`src/rtl/cesel_pkg.sv`:
```
package cesel_pkg;
  localparam int CESEL_NUM_IN = 6;

  // Per-channel strobes from the control side to the datapath.
  typedef struct packed {
    logic [CESEL_NUM_IN-1:0] fire;    // valid edge seen this cycle
    logic [CESEL_NUM_IN-1:0] useAlt;  // capture from counter 1
  } ctlStrobes_t;
endpackage

```
`src/rtl/cesel_ctrl.sv`:
```
module cesel_ctrl
  import cesel_pkg::*;
#(
  parameter int NUM_IN     = CESEL_NUM_IN,
  parameter int NUM_BOUND  = 4,
  parameter int ADDR_W     = 4,
  parameter int REG_OFFSET = 2
) (
  input  logic                            clk,
  input  logic                            rstN,
  input  logic                            wrEn,
  input  logic [ADDR_W-1:0]               addr,
  input  logic [(2*NUM_IN+NUM_BOUND)/8-1:0] byteEn,
  input  logic [2*NUM_IN+NUM_BOUND-1:0]   wrData,
  input  logic [NUM_IN-1:0]               capIn,
  output logic [2*NUM_IN+NUM_BOUND-1:0]   modeReg,
  output ctlStrobes_t                     ctl
);
  localparam int EDGE_W    = 2 * NUM_IN;
  localparam int REG_W     = EDGE_W + NUM_BOUND;
  localparam int NUM_LANES = REG_W / 8;

  logic regHit;
  assign regHit = wrEn && ((addr >> 1) == ADDR_W'(REG_OFFSET >> 1));

  // Byte-laned mode register
  for (genvar b = 0; b < NUM_LANES; b++) begin : g_lane
    always_ff @(posedge clk) begin
      if (!rstN)
        modeReg[8*b +: 8] <= '0;
      else if (regHit && byteEn[b])
        modeReg[8*b +: 8] <= wrData[8*b +: 8];
    end
  end

  // Two-stage synchroniser plus history stage
  logic [NUM_IN-1:0] syncA, syncB, histQ;
  always_ff @(posedge clk) begin
    if (!rstN) begin
      syncA <= '0;
      syncB <= '0;
      histQ <= '0;
    end else begin
      syncA <= capIn;
      syncB <= syncA;
      histQ <= syncB;
    end
  end

  for (genvar i = 0; i < NUM_IN; i++) begin : g_det
    logic [1:0] edgeCode;
    assign edgeCode = modeReg[2*i +: 2];

    always_comb begin
      unique case (edgeCode)
        2'b00:   ctl.fire[i] = histQ[i] & ~syncB[i];
        2'b01:   ctl.fire[i] = ~histQ[i] & syncB[i];
        2'b11:   ctl.fire[i] = histQ[i] ^ syncB[i];
        default: ctl.fire[i] = 1'b0;
      endcase
    end

    if (i >= 1 && i <= NUM_BOUND) begin : g_bound
      assign ctl.useAlt[i] = modeReg[EDGE_W + i - 1];
    end else begin : g_fixed
      assign ctl.useAlt[i] = 1'b0;
    end
  end
endmodule

```
`src/rtl/cesel_dpath.sv`:
```
module cesel_dpath
  import cesel_pkg::*;
#(
  parameter int NUM_IN = CESEL_NUM_IN,
  parameter int CNT_W  = 16
) (
  input  logic                    clk,
  input  logic                    rstN,
  input  ctlStrobes_t             ctl,
  input  logic [CNT_W-1:0]        cnt0,
  input  logic [CNT_W-1:0]        cnt1,
  output logic [NUM_IN-1:0]       capStrobe,
  output logic [NUM_IN*CNT_W-1:0] capValue
);
  for (genvar i = 0; i < NUM_IN; i++) begin : g_chan
    always_ff @(posedge clk) begin
      if (!rstN) begin
        capStrobe[i]           <= 1'b0;
        capValue[i*CNT_W +: CNT_W] <= '0;
      end else begin
        capStrobe[i] <= ctl.fire[i];
        if (ctl.fire[i])
          capValue[i*CNT_W +: CNT_W] <= ctl.useAlt[i] ? cnt1 : cnt0;
      end
    end
  end
endmodule

```
`src/rtl/capture_edge_select.sv`:
```
module capture_edge_select
  import cesel_pkg::*;
#(
  parameter int NUM_IN     = CESEL_NUM_IN,
  parameter int NUM_BOUND  = 4,
  parameter int CNT_W      = 16,
  parameter int ADDR_W     = 4,
  parameter int REG_OFFSET = 2,
  localparam int REG_W     = 2 * NUM_IN + NUM_BOUND,
  localparam int LANES     = REG_W / 8
) (
  input  logic                    clk,
  input  logic                    rstN,
  input  logic                    wrEn,
  input  logic [ADDR_W-1:0]       addr,
  input  logic [LANES-1:0]        byteEn,
  input  logic [REG_W-1:0]        wrData,
  output logic [REG_W-1:0]        rdData,
  input  logic [NUM_IN-1:0]       capIn,
  input  logic [CNT_W-1:0]        cnt0,
  input  logic [CNT_W-1:0]        cnt1,
  output logic [NUM_IN-1:0]       capStrobe,
  output logic [NUM_IN*CNT_W-1:0] capValue
);
  ctlStrobes_t ctl;

  cesel_ctrl #(
    .NUM_IN(NUM_IN), .NUM_BOUND(NUM_BOUND),
    .ADDR_W(ADDR_W), .REG_OFFSET(REG_OFFSET)
  ) u_ctrl (
    .clk(clk), .rstN(rstN), .wrEn(wrEn), .addr(addr), .byteEn(byteEn),
    .wrData(wrData), .capIn(capIn), .modeReg(rdData), .ctl(ctl)
  );

  cesel_dpath #(
    .NUM_IN(NUM_IN), .CNT_W(CNT_W)
  ) u_dpath (
    .clk(clk), .rstN(rstN), .ctl(ctl), .cnt0(cnt0), .cnt1(cnt1),
    .capStrobe(capStrobe), .capValue(capValue)
  );
endmodule

```
`config.mk`:
```
export PLATFORM = sky130hd
export DESIGN_NAME = capture_edge_select
export DESIGN_NICKNAME = d
export VERILOG_FILES = /design/src/rtl/cesel_pkg.sv /design/src/rtl/cesel_ctrl.sv /design/src/rtl/cesel_dpath.sv /design/src/rtl/capture_edge_select.sv
export SDC_FILE = /design/constraint.sdc
export NUM_CORES = 1
export LEC_CHECK = 0
export CORE_MARGIN = 5
export CORE_UTILIZATION = 40
export DETAILED_ROUTE_END_ITERATION = 10
export PLACE_DENSITY = 0.7
export RECOVER_POWER = 50
export SLEW_MARGIN = 20
export SYNTH_ARGS = -nofsm -noshare
export SYNTH_HDL_FRONTEND = slang
export SYNTH_SLANG_ARGS = --single-unit
export TNS_END_PERCENT = 5
```
`constraint.sdc`:
```
create_clock -name clk -period 2.8 [get_ports clk]
set_input_delay 0.28 -clock clk [delete_from_list [all_inputs] [get_ports clk]]
set_output_delay 0.28 -clock clk [all_outputs]
set_load 0.01 [all_outputs]
```
==> impl_metrics.json, run 1 <==
{
  "pwr-share-seq_pct": 40.4,
  "post_cts_resized": 0,
  "antenna_cells": 0,
  "crit_path_end_kind": "flop",
  "clkPwrFrac_pct": 51.2,
  "powerDensity_nw_per_um2": 593.3,
  "hp-class": "reg -> reg",
  "slew_viol_final": 47,
  "synth_top_area_share_pct": 45.97,
  "power.share.combinational_pct": 8.4,
  "syn_nets": 661,
  "netlist_area_um2": 5923,
  "critical_path_arrival_ps": 2440,
  "critPathMaxStageDelay_ps": 700,
  "vias_per_cell": 5.106,
  "cts_setup_buffers": 0,
  "power.switching_mw": 1.056,
  "layout-drive-gt1-share_pct": 6.728,
  "synthFlopType": "dfxtp_1",
  "slowest_stage": "nor3b_2",
  "intPower_mw": 3.959,
  "violations": "max-capacitance violations, max-slew violations",
  "path_cells": "inv_1, ha_1, nor3b_2, or2_1, o211a_1",
  "rr_endpoint": "u_dpath.capValue[32]$_SDFFE_PN0P_",
  "hold_viol_final": 0,
  "utilization_pct": 58.15,
  "path_max_fanout": 17,
  "antenna_found_initial": 0,
  "ys_top_cells_by_count": "dfxtp_1 (136), mux2i_1 (98), nand2_1 (83)",
  "min_period_ps": 2080,
  "num_rows": 44,
  "crit_required_ps": 3160,
  "min_delay_path_depth": 1,
  "initial_core_util_pct": 40.75,
  "slew_headroom_pct": -24.41,
  "p_sw_share_pct": 21.05,
  "hold_ws_ps": 435.8,
  "io-pin-count": 181,
  "cts_htree_levels": 4,
  "fp.dieH_um": 131.7,
  "die-area_um2": 17340,
  "yosysMostFrequentCell": "dfxtp_1",
  "grt_usage_pct": 19.14,
  "grt_pass1_vias": 4891,
  "grt-ovfl-total": 0,
  "r2r_cells": 5,
  "rrSetupSlack_ps": 720,
  "tns_ps": 0,
  "layout.nets": 820,
  "wl_per_cell_um": 17.86,
  "cp_num_buf_inv": 1,
  "met1_usage_pct": 24.73,
  "postSynthAreaPerCell_um2": 10.11,
  "fillCellCount": 1226,
  "gp_congestion": 0.8802,
  "ys_warn_count": 0,
  "tightest_slew_ps": 1866,
  "finClkSkew_ps": 6.000,
  "layout.cells.non_filler": 942,
  "seq_area_frac_synth_pct": 45.97,
  "cts-root-buf": "clkbuf_16",
  "vias": 4810,
  "hpwl_um": 12660,
  "synth_seq_cells": 136,
  "dr.pass1.iters": 4,
  "drt_wl_total_um": 16830,
  "synth.largest_area_cell": "dfxtp_1",
  "period_share_pct": 74.29,
  "rr_startpoint": "u_ctrl.syncB[2]$_SDFF_PN0_",
  "clock.fmax_mhz": 480.8,
  "cts_tree": "built",
  "status": "finished with violations",
  "grt_use_met2_pct": 30.16,
  "cp-start-kind": "flop",
  "ir_drop_mv": 0.3829,
  "post-route-drc-count": 0,
  "place_inst": 910,
  "grtUsageMet3_pct": 5.925,
  "power.total_mw": 5.015,
  "clk_pin_slew_ps": 50,
  "critPathTopFamily": "simple AND/OR/NAND/NOR gates",
  "synth-edff-count": 0,
  "cts_hold_buf": 0,
  "worstHoldStart": "u_ctrl.syncA[3]$_SDFF_PN0_",
  "top_usage_layer": "met2",
  "die_w_um": 131.7,
  "area_growth_pct": 42.69,
  "cts_inserted_buffers": 17,
  "postRouteAntennaNets": 0,
  "core_area_um2": 14530,
  "drt_iter0_drc": 282,
  "cts_max_path_buffers": 2,
  "cts.sinks": 136,
  "grt_max_degree": 73,
  "critical_path_class": "reg -> reg",
  "holdPathEnd": "u_ctrl.syncB[3]$_SDFF_PN0_",
  "power.leakage_nw": 3.931,
  "port_buffers": 179,
  "synthTopCellsByArea": "dfxtp_1 (46%), mux2i_1 (17%), o211a_1 (11%)",
  "syn_inst": 586,
  "synth_cell_type_count": 23,
  "grt_pass1_wl_um": 26810,
  "rsz0062_at_grt": "no",
  "setup_viol": 0,
  "insertion_delay_ps": 410,
  "async_reset_ff_share_pct": 0,
  "drv_cap": 1
}
power by group through the flow:
stage | registers (mW) | logic, mW | clock network (mW)
2_1_floorplan | 2.08 | 0.172 | 0
6_report | 2.03 | 0.423 | 2.57
3_3_place_gp | 2.07 | 0.424 | 0
5_1_grt | 2.03 | 0.459 | 2.70
4_1_cts | 2.03 | 0.438 | 2.61
3_5_place_dp | 2.07 | 0.435 | 0
layer usage:
layer | vias to the layer above | part of all wire [%]
met2 | 150 | 47
met3 | 20 | 5.8
li1 | 2373 | -
met4 | 0 | 1.9
met5 | - | 0
met1 | 2267 | 45
metrics by stage:
stage               setup slack [ps]  area [µm²]
floorplan                       1234        5923
global placement               845.3        7767
detailed placement             742.0        7767
CTS                            713.0        8456
global route                   484.5        8452
finish                         720.0        8452
state kept, by name (all words and copies together), names as in the netlist:
register and count:
u_ctrl.syncA 6, u_ctrl.histQ 6, u_ctrl.ctl 4, u_ctrl.syncB 6, u_dpath.capValue 96, u_ctrl.modeReg 12
u_dpath.capStrobe 6
worst register-to-register path, cell delays in order, from the launching register on:
cell,delay [ps]
dfxtp_1,320
inv_1,50
ha_1,120
nor3b_2,700
or2_1,610
o211a_1,230
cell usage in the layout (no fill, tap or decap):
cell and instances:
o211a_1 64, buf_4 12, o21ai_0 45, and2_0 4, nand2b_1 6, ha_1 12
clkinvlp_4 2, dlygate4sd3_1 83, inv_1 14, or2_1 4, buf_12 1, dfxtp_1 136
clkinv_4 2, a22o_1 2, nor4bb_2 1, bufinv_16 6, a32o_1 1, nand3_1 16
nand2_1 83, a21boi_2 3, o21ai_1 3, mux2i_1 98, clkbuf_1 2, clkdlybuf4s50_1 95
clkbuf_16 17, nor2_1 3, a21boi_0 16, nor3b_2 3, clkinv_2 1, clkbuf_8 3
and2_1 20
cells by family after synthesis:
logic type,share of synthesized area (%)
muxes,16.56
DFF,45.97
buffers and inverters,5.809
AOI/OAI and AO/OA,17.93
adders and majority gates,2.535
and+or+nand+nor,11.20
layout make-up:
type / instances / area (µm²) / area share [%]
inverter: 14 / 52.55 / 0.6218
clock inverter: 11 / 217.7 / 2.576
clock buffer: 21 / 470.5 / 5.566
timing repair buffer: 192 / 1896 / 22.43
sequential: 136 / 2723 / 32.21
tap: 184 / 230.2 / 2.724
multi-input combinational: 384 / 2863 / 33.87
worst max-delay path by stage:
stage / startpoint / end / slack, ps / depth (start not counted)
5_1_grt: u_ctrl.syncB[4]$_SDFF_PN0_ / u_dpath.capStrobe[4]$_SDFF_PN0_ / 480 / 5
6_report: u_ctrl.syncB[2]$_SDFF_PN0_ / u_dpath.capValue[32]$_SDFFE_PN0P_ / 720 / 5
4_1_cts: u_ctrl.syncB[2]$_SDFF_PN0_ / u_dpath.capValue[32]$_SDFFE_PN0P_ / 710 / 5
3_3_place_gp: u_ctrl.syncB[4]$_SDFF_PN0_ / u_dpath.capStrobe[4]$_SDFF_PN0_ / 850 / 5
3_5_place_dp: u_ctrl.syncB[2]$_SDFF_PN0_ / u_dpath.capValue[32]$_SDFFE_PN0P_ / 740 / 5
2_1_floorplan: u_ctrl.histQ[2]$_SDFF_PN0_ / u_dpath.capValue[38]$_SDFFE_PN0P_ / 1230 / 8
Note: power is estimated with default switching activity, not from simulation.
==> inputs of run 2 (changes only) <==
Settings changed: PLACE_DENSITY 0.7 to 0.73.
Clock period 2.8 ns to 1.8 ns, I/O delays scaled along.
==> impl_metrics.json, run 2 (synthesis results as in run 1) <==
{
  "crit_path_end_kind": "flop",
  "layout.nets": 832,
  "period_share_pct": 91.29,
  "ir_drop_mv": 0.6104,
  "final_common_cell": "dfxtp_1",
  "cts_setup_buffers": 0,
  "insertion_delay_ps": 420,
  "vias": 4877,
  "clock.fmax_mhz": 608.6,
  "regMostFlops": "u_dpath.capValue",
  "largest_reg_flops": 96,
  "cts.sinks": 136,
  "utilization_pct": 58.84,
  "post-route-drc-count": 0,
  "io-pin-count": 181,
  "grt-ovfl-total": 0,
  "min_period_ps": 1643,
  "status": "finished clean",
  "gp_congestion": 0.8766,
  "power.share.combinational_pct": 8.8,
  "tns_ps": 0,
  "grt_pass1_wl_um": 27120,
  "drt_iter0_drc": 280,
  "area_growth_pct": 44.38,
  "cts_tree": "built",
  "die_w_um": 131.7,
  "finClkSkew_ps": 6.923,
  "wl_per_cell_um": 17.91,
  "rsz0062_at_grt": "no",
  "power.switching_mw": 1.657,
  "hold_viol_final": 0,
  "p_sw_share_pct": 21.44,
  "grt_pass1_vias": 4999,
  "hold_ws_ps": 345.0,
  "critical_path_arrival_ps": 1950,
  "setup_viol": 0,
  "setup_ws_ps": 156.8,
  "postRouteAntennaNets": 0,
  "initial_core_util_pct": 40.75,
  "port_buffers": 179,
  "num_rows": 44,
  "layout-drive-gt1-share_pct": 7.932,
  "power.leakage_nw": 3.960,
  "tightest_slew_ps": 876.5,
  "cp-start-kind": "flop",
  "intPower_mw": 6.068,
  "powerDensity_nw_per_um2": 903.3,
  "final_cell_mix": "dfxtp_1 (136), clkdlybuf4s50_1 (102), mux2i_1 (98)",
  "hp-class": "in -> reg",
  "grt_max_degree": 47,
  "clkPwrFrac_pct": 50.4,
  "cts_inserted_buffers": 17,
  "fp.dieH_um": 131.7,
  "slew_headroom_pct": 41.57,
  "grt_usage_pct": 19.42,
  "antenna_found_initial": 1,
  "place_inst": 922,
  "vias_per_cell": 5.112,
  "fillCellCount": 1240,
  "post_cts_resized": 0,
  "largest_registers": "u_dpath.capValue: 96 flops, u_ctrl.modeReg: 12 flops",
  "cts_htree_levels": 4,
  "cts_max_path_buffers": 2,
  "die-area_um2": 17340,
  "cts_hold_buf": 0,
  "slew_viol_final": 0,
  "path_max_fanout": 12,
  "layout.cells.non_filler": 954,
  "core_area_um2": 14530,
  "crit_required_ps": 2110,
  "dr.pass1.iters": 4,
  "critical_path_class": "reg -> reg",
  "hpwl_um": 13010,
  "pwr-share-seq_pct": 40.8,
  "cts-root-buf": "clkbuf_16",
  "drv_cap": 0,
  "pre_cts_slack_ps": 119.7,
  "clk_pin_slew_ps": 60,
  "drt_wl_total_um": 17090
}
[run 2: routing by layer]
metal / wire, µm / GRT usage (%)
met4: 629 / 9.657
met2: 7917 / 30.14
met3: 995 / 5.887
met5: 0 / 0
met1: 7545 / 24.50
[run 2: layout make-up]
class	count	area [µm²]	area share, %
inverters	14	52.55	0.6145
flip-flops and latches	136	2723	31.84
clock inverters	10	190.2	2.224
clock buffers	21	480.5	5.618
multi-input cells	384	2856	33.40
repair buffers	204	2017	23.58
well taps	184	230.2	2.692
diodes	1	2.502	0.02926
[run 2: final timing paths]
path                                            startpoint                           endpoint  slack (ps)  depth (start not counted)
worst min register to register  u_ctrl.syncA[1]$_SDFF_PN0_         u_ctrl.syncB[1]$_SDFF_PN0_         430                          1
worst max-delay path            u_ctrl.histQ[4]$_SDFF_PN0_  u_dpath.capValue[75]$_SDFFE_PN0P_         160                          7
worst min-delay path                              capIn[0]         u_ctrl.syncA[0]$_SDFF_PN0_         340                          2
worst max register to register  u_ctrl.histQ[4]$_SDFF_PN0_  u_dpath.capValue[75]$_SDFFE_PN0P_         160                          7
[run 2: power groups by stage]
| stage | clock, mW | combinational, mW | sequential [mW] |
|---|---|---|---|
| 2_1_floorplan | 0 | 0.268 | 3.24 |
| 3_3_place_gp | 0 | 0.689 | 3.21 |
| 3_5_place_dp | 0 | 0.703 | 3.22 |
| 4_1_cts | 3.97 | 0.707 | 3.15 |
| 5_1_grt | 4.13 | 0.734 | 3.16 |
| 6_report | 3.89 | 0.680 | 3.15 |
[run 2: worst max-delay path: stages (launching register included)]
cell	delay, ps
dfxtp_1	340
inv_1	50
ha_1	270
nand2b_1	150
a21boi_2	250
buf_4	230
o21ai_0	110
o211a_1	130
[run 2: per-stage QoR]
stage	area, µm²	power [mW]
final	8552	7.725
after global routing	8552	8.025
after CTS	8591	7.831
after detailed placement	7920	3.921
after global placement	7920	3.903
after floorplan	5923	3.508
==> inputs of run 3 (changes only) <==
Settings changed: PLACE_DENSITY 0.73 to 0.7, TNS_END_PERCENT 5 to unset.
Clock period 1.8 ns to 2.08 ns, I/O delays scaled along.
==> impl_metrics.json, run 3 (synthesis results as in run 1) <==
{
  "drv_cap": 0,
  "tns_ps": 0,
  "cts_max_path_buffers": 2,
  "slew_viol_final": 0,
  "wl_per_cell_um": 17.85,
  "path_max_fanout": 13,
  "grt_usage_pct": 19.27,
  "post_cts_resized": 0,
  "num_rows": 44,
  "drt_iter0_drc": 253,
  "antenna_found_initial": 0,
  "clock.fmax_mhz": 611.6,
  "rr_endpoint": "u_dpath.capValue[79]$_SDFFE_PN0P_",
  "largest_reg_flops": 96,
  "die_w_um": 131.7,
  "crit_start": "u_ctrl.histQ[4]$_SDFF_PN0_",
  "rr_startpoint": "u_ctrl.histQ[4]$_SDFF_PN0_",
  "rsz0062_at_grt": "no",
  "initial_core_util_pct": 40.75,
  "vias": 4862,
  "postRouteAntennaNets": 0,
  "crit_end": "u_dpath.capValue[79]$_SDFFE_PN0P_",
  "regMostFlops": "u_dpath.capValue",
  "place_inst": 917,
  "cts_setup_buffers": 0,
  "post-route-drc-count": 0,
  "final_common_cell": "dfxtp_1",
  "core_area_um2": 14530,
  "io-pin-count": 181,
  "final_cell_mix": "dfxtp_1 (136), mux2i_1 (98), dlygate4sd3_1 (93)",
  "insertion_delay_ps": 410,
  "status": "finished clean",
  "antenna_cells": 0,
  "area_growth_pct": 42.29,
  "slew_headroom_pct": 10.25,
  "cts_tree": "built",
  "layout-drive-gt1-share_pct": 7.712,
  "vias_per_cell": 5.123,
  "min_period_ps": 1635,
  "hold_viol_final": 0,
  "power.leakage_nw": 3.974,
  "finClkSkew_ps": 6.058,
  "cp-start-kind": "flop",
  "hp-class": "in -> reg",
  "grt_max_degree": 77,
  "cts_hold_buf": 0,
  "grt_pass1_wl_um": 27010,
  "fp.dieH_um": 131.7,
  "tightest_slew_ps": 1346,
  "grt-ovfl-total": 0,
  "ir_drop_mv": 0.5336,
  "cts.sinks": 136,
  "rrSetupSlack_ps": 440,
  "crit_path_end_kind": "flop",
  "critical_path_class": "reg -> reg",
  "powerDensity_nw_per_um2": 757.1,
  "power.total_mw": 6.381,
  "critical_path_arrival_ps": 1930,
  "dr.pass1.iters": 4,
  "grt_pass1_vias": 4982,
  "crit_required_ps": 2370,
  "worstHoldStart": "rstN",
  "cts_inserted_buffers": 17,
  "die-area_um2": 17340,
  "period_share_pct": 78.61,
  "layout.nets": 827,
  "setup_viol": 0,
  "cts-root-buf": "clkbuf_16",
  "cts_htree_levels": 4,
  "largest_registers": "u_dpath.capValue: 96 flops, u_ctrl.modeReg: 12 flops",
  "layout.cells.non_filler": 949,
  "r2r_cells": 7,
  "gp_congestion": 0.8624,
  "hpwl_um": 12770,
  "clk_pin_slew_ps": 60,
  "port_buffers": 179,
  "drt_wl_total_um": 16940
}
[run 3: area by class of cell]
| cell class | instances | area [µm²] |
|---|---|---|
| fillers | 1253 | 6106 |
| multi-input cells | 384 | 2863 |
| flip-flops and latches | 136 | 2723 |
| repair buffers | 199 | 1946 |
| clock buffers | 20 | 466.7 |
| well taps | 184 | 230.2 |
| clock inverters | 12 | 147.6 |
| inverters | 14 | 52.55 |
[run 3: critical path, stage by stage, from the launching register on]
cell      delay, ps
dfxtp_1         340
inv_1            50
ha_1            280
nand2b_1        150
a21boi_2        220
buf_4           220
o21ai_0         120
o211a_1         140
[run 3: power breakdown]
group	leakage, nW	switching, mW	total, mW	internal (mW)
Combinational	2.57	0.273	0.576	0.303
Sequential	1.10	0.0427	2.73	2.68
Clock	0.302	1.11	3.08	1.97
[run 3: worst min-delay path by stage]
stage          depth (start not counted)                                end
2_1_floorplan                          1         u_ctrl.syncA[0]$_SDFF_PN0_
3_3_place_gp                           1         u_ctrl.syncB[4]$_SDFF_PN0_
3_5_place_dp                           1         u_ctrl.syncB[1]$_SDFF_PN0_
4_1_cts                                3  u_dpath.capValue[69]$_SDFFE_PN0P_
5_1_grt                                3  u_dpath.capValue[31]$_SDFFE_PN0P_
6_report                               3  u_dpath.capValue[31]$_SDFFE_PN0P_
[run 3: stage by stage]
step,instance area (µm²),util [%],setup WS (ps),hold WS (ps)
finish,8428,57.99,444.9,326.6
global route,8428,57.99,320.8,346.2
CTS,8447,58.12,422.6,309.1
detailed placement,7833,53.89,359.3,420.6
global placement,7833,53.89,418.6,417.9
floorplan,5923,-,513.6,335.3
[run 3: metal layers]
metal / track usage, % / wire [µm] / share of wire, % / vias up
met2: 30.47 / 7806 / 46 / 125
li1: - / - / - / 2384
met3: 5.657 / 889 / 5.2 / 29
met1: 24.70 / 7757 / 46 / 2324
met5: 0 / 0 / 0 / -
met4: 7.829 / 487 / 2.9 / 0
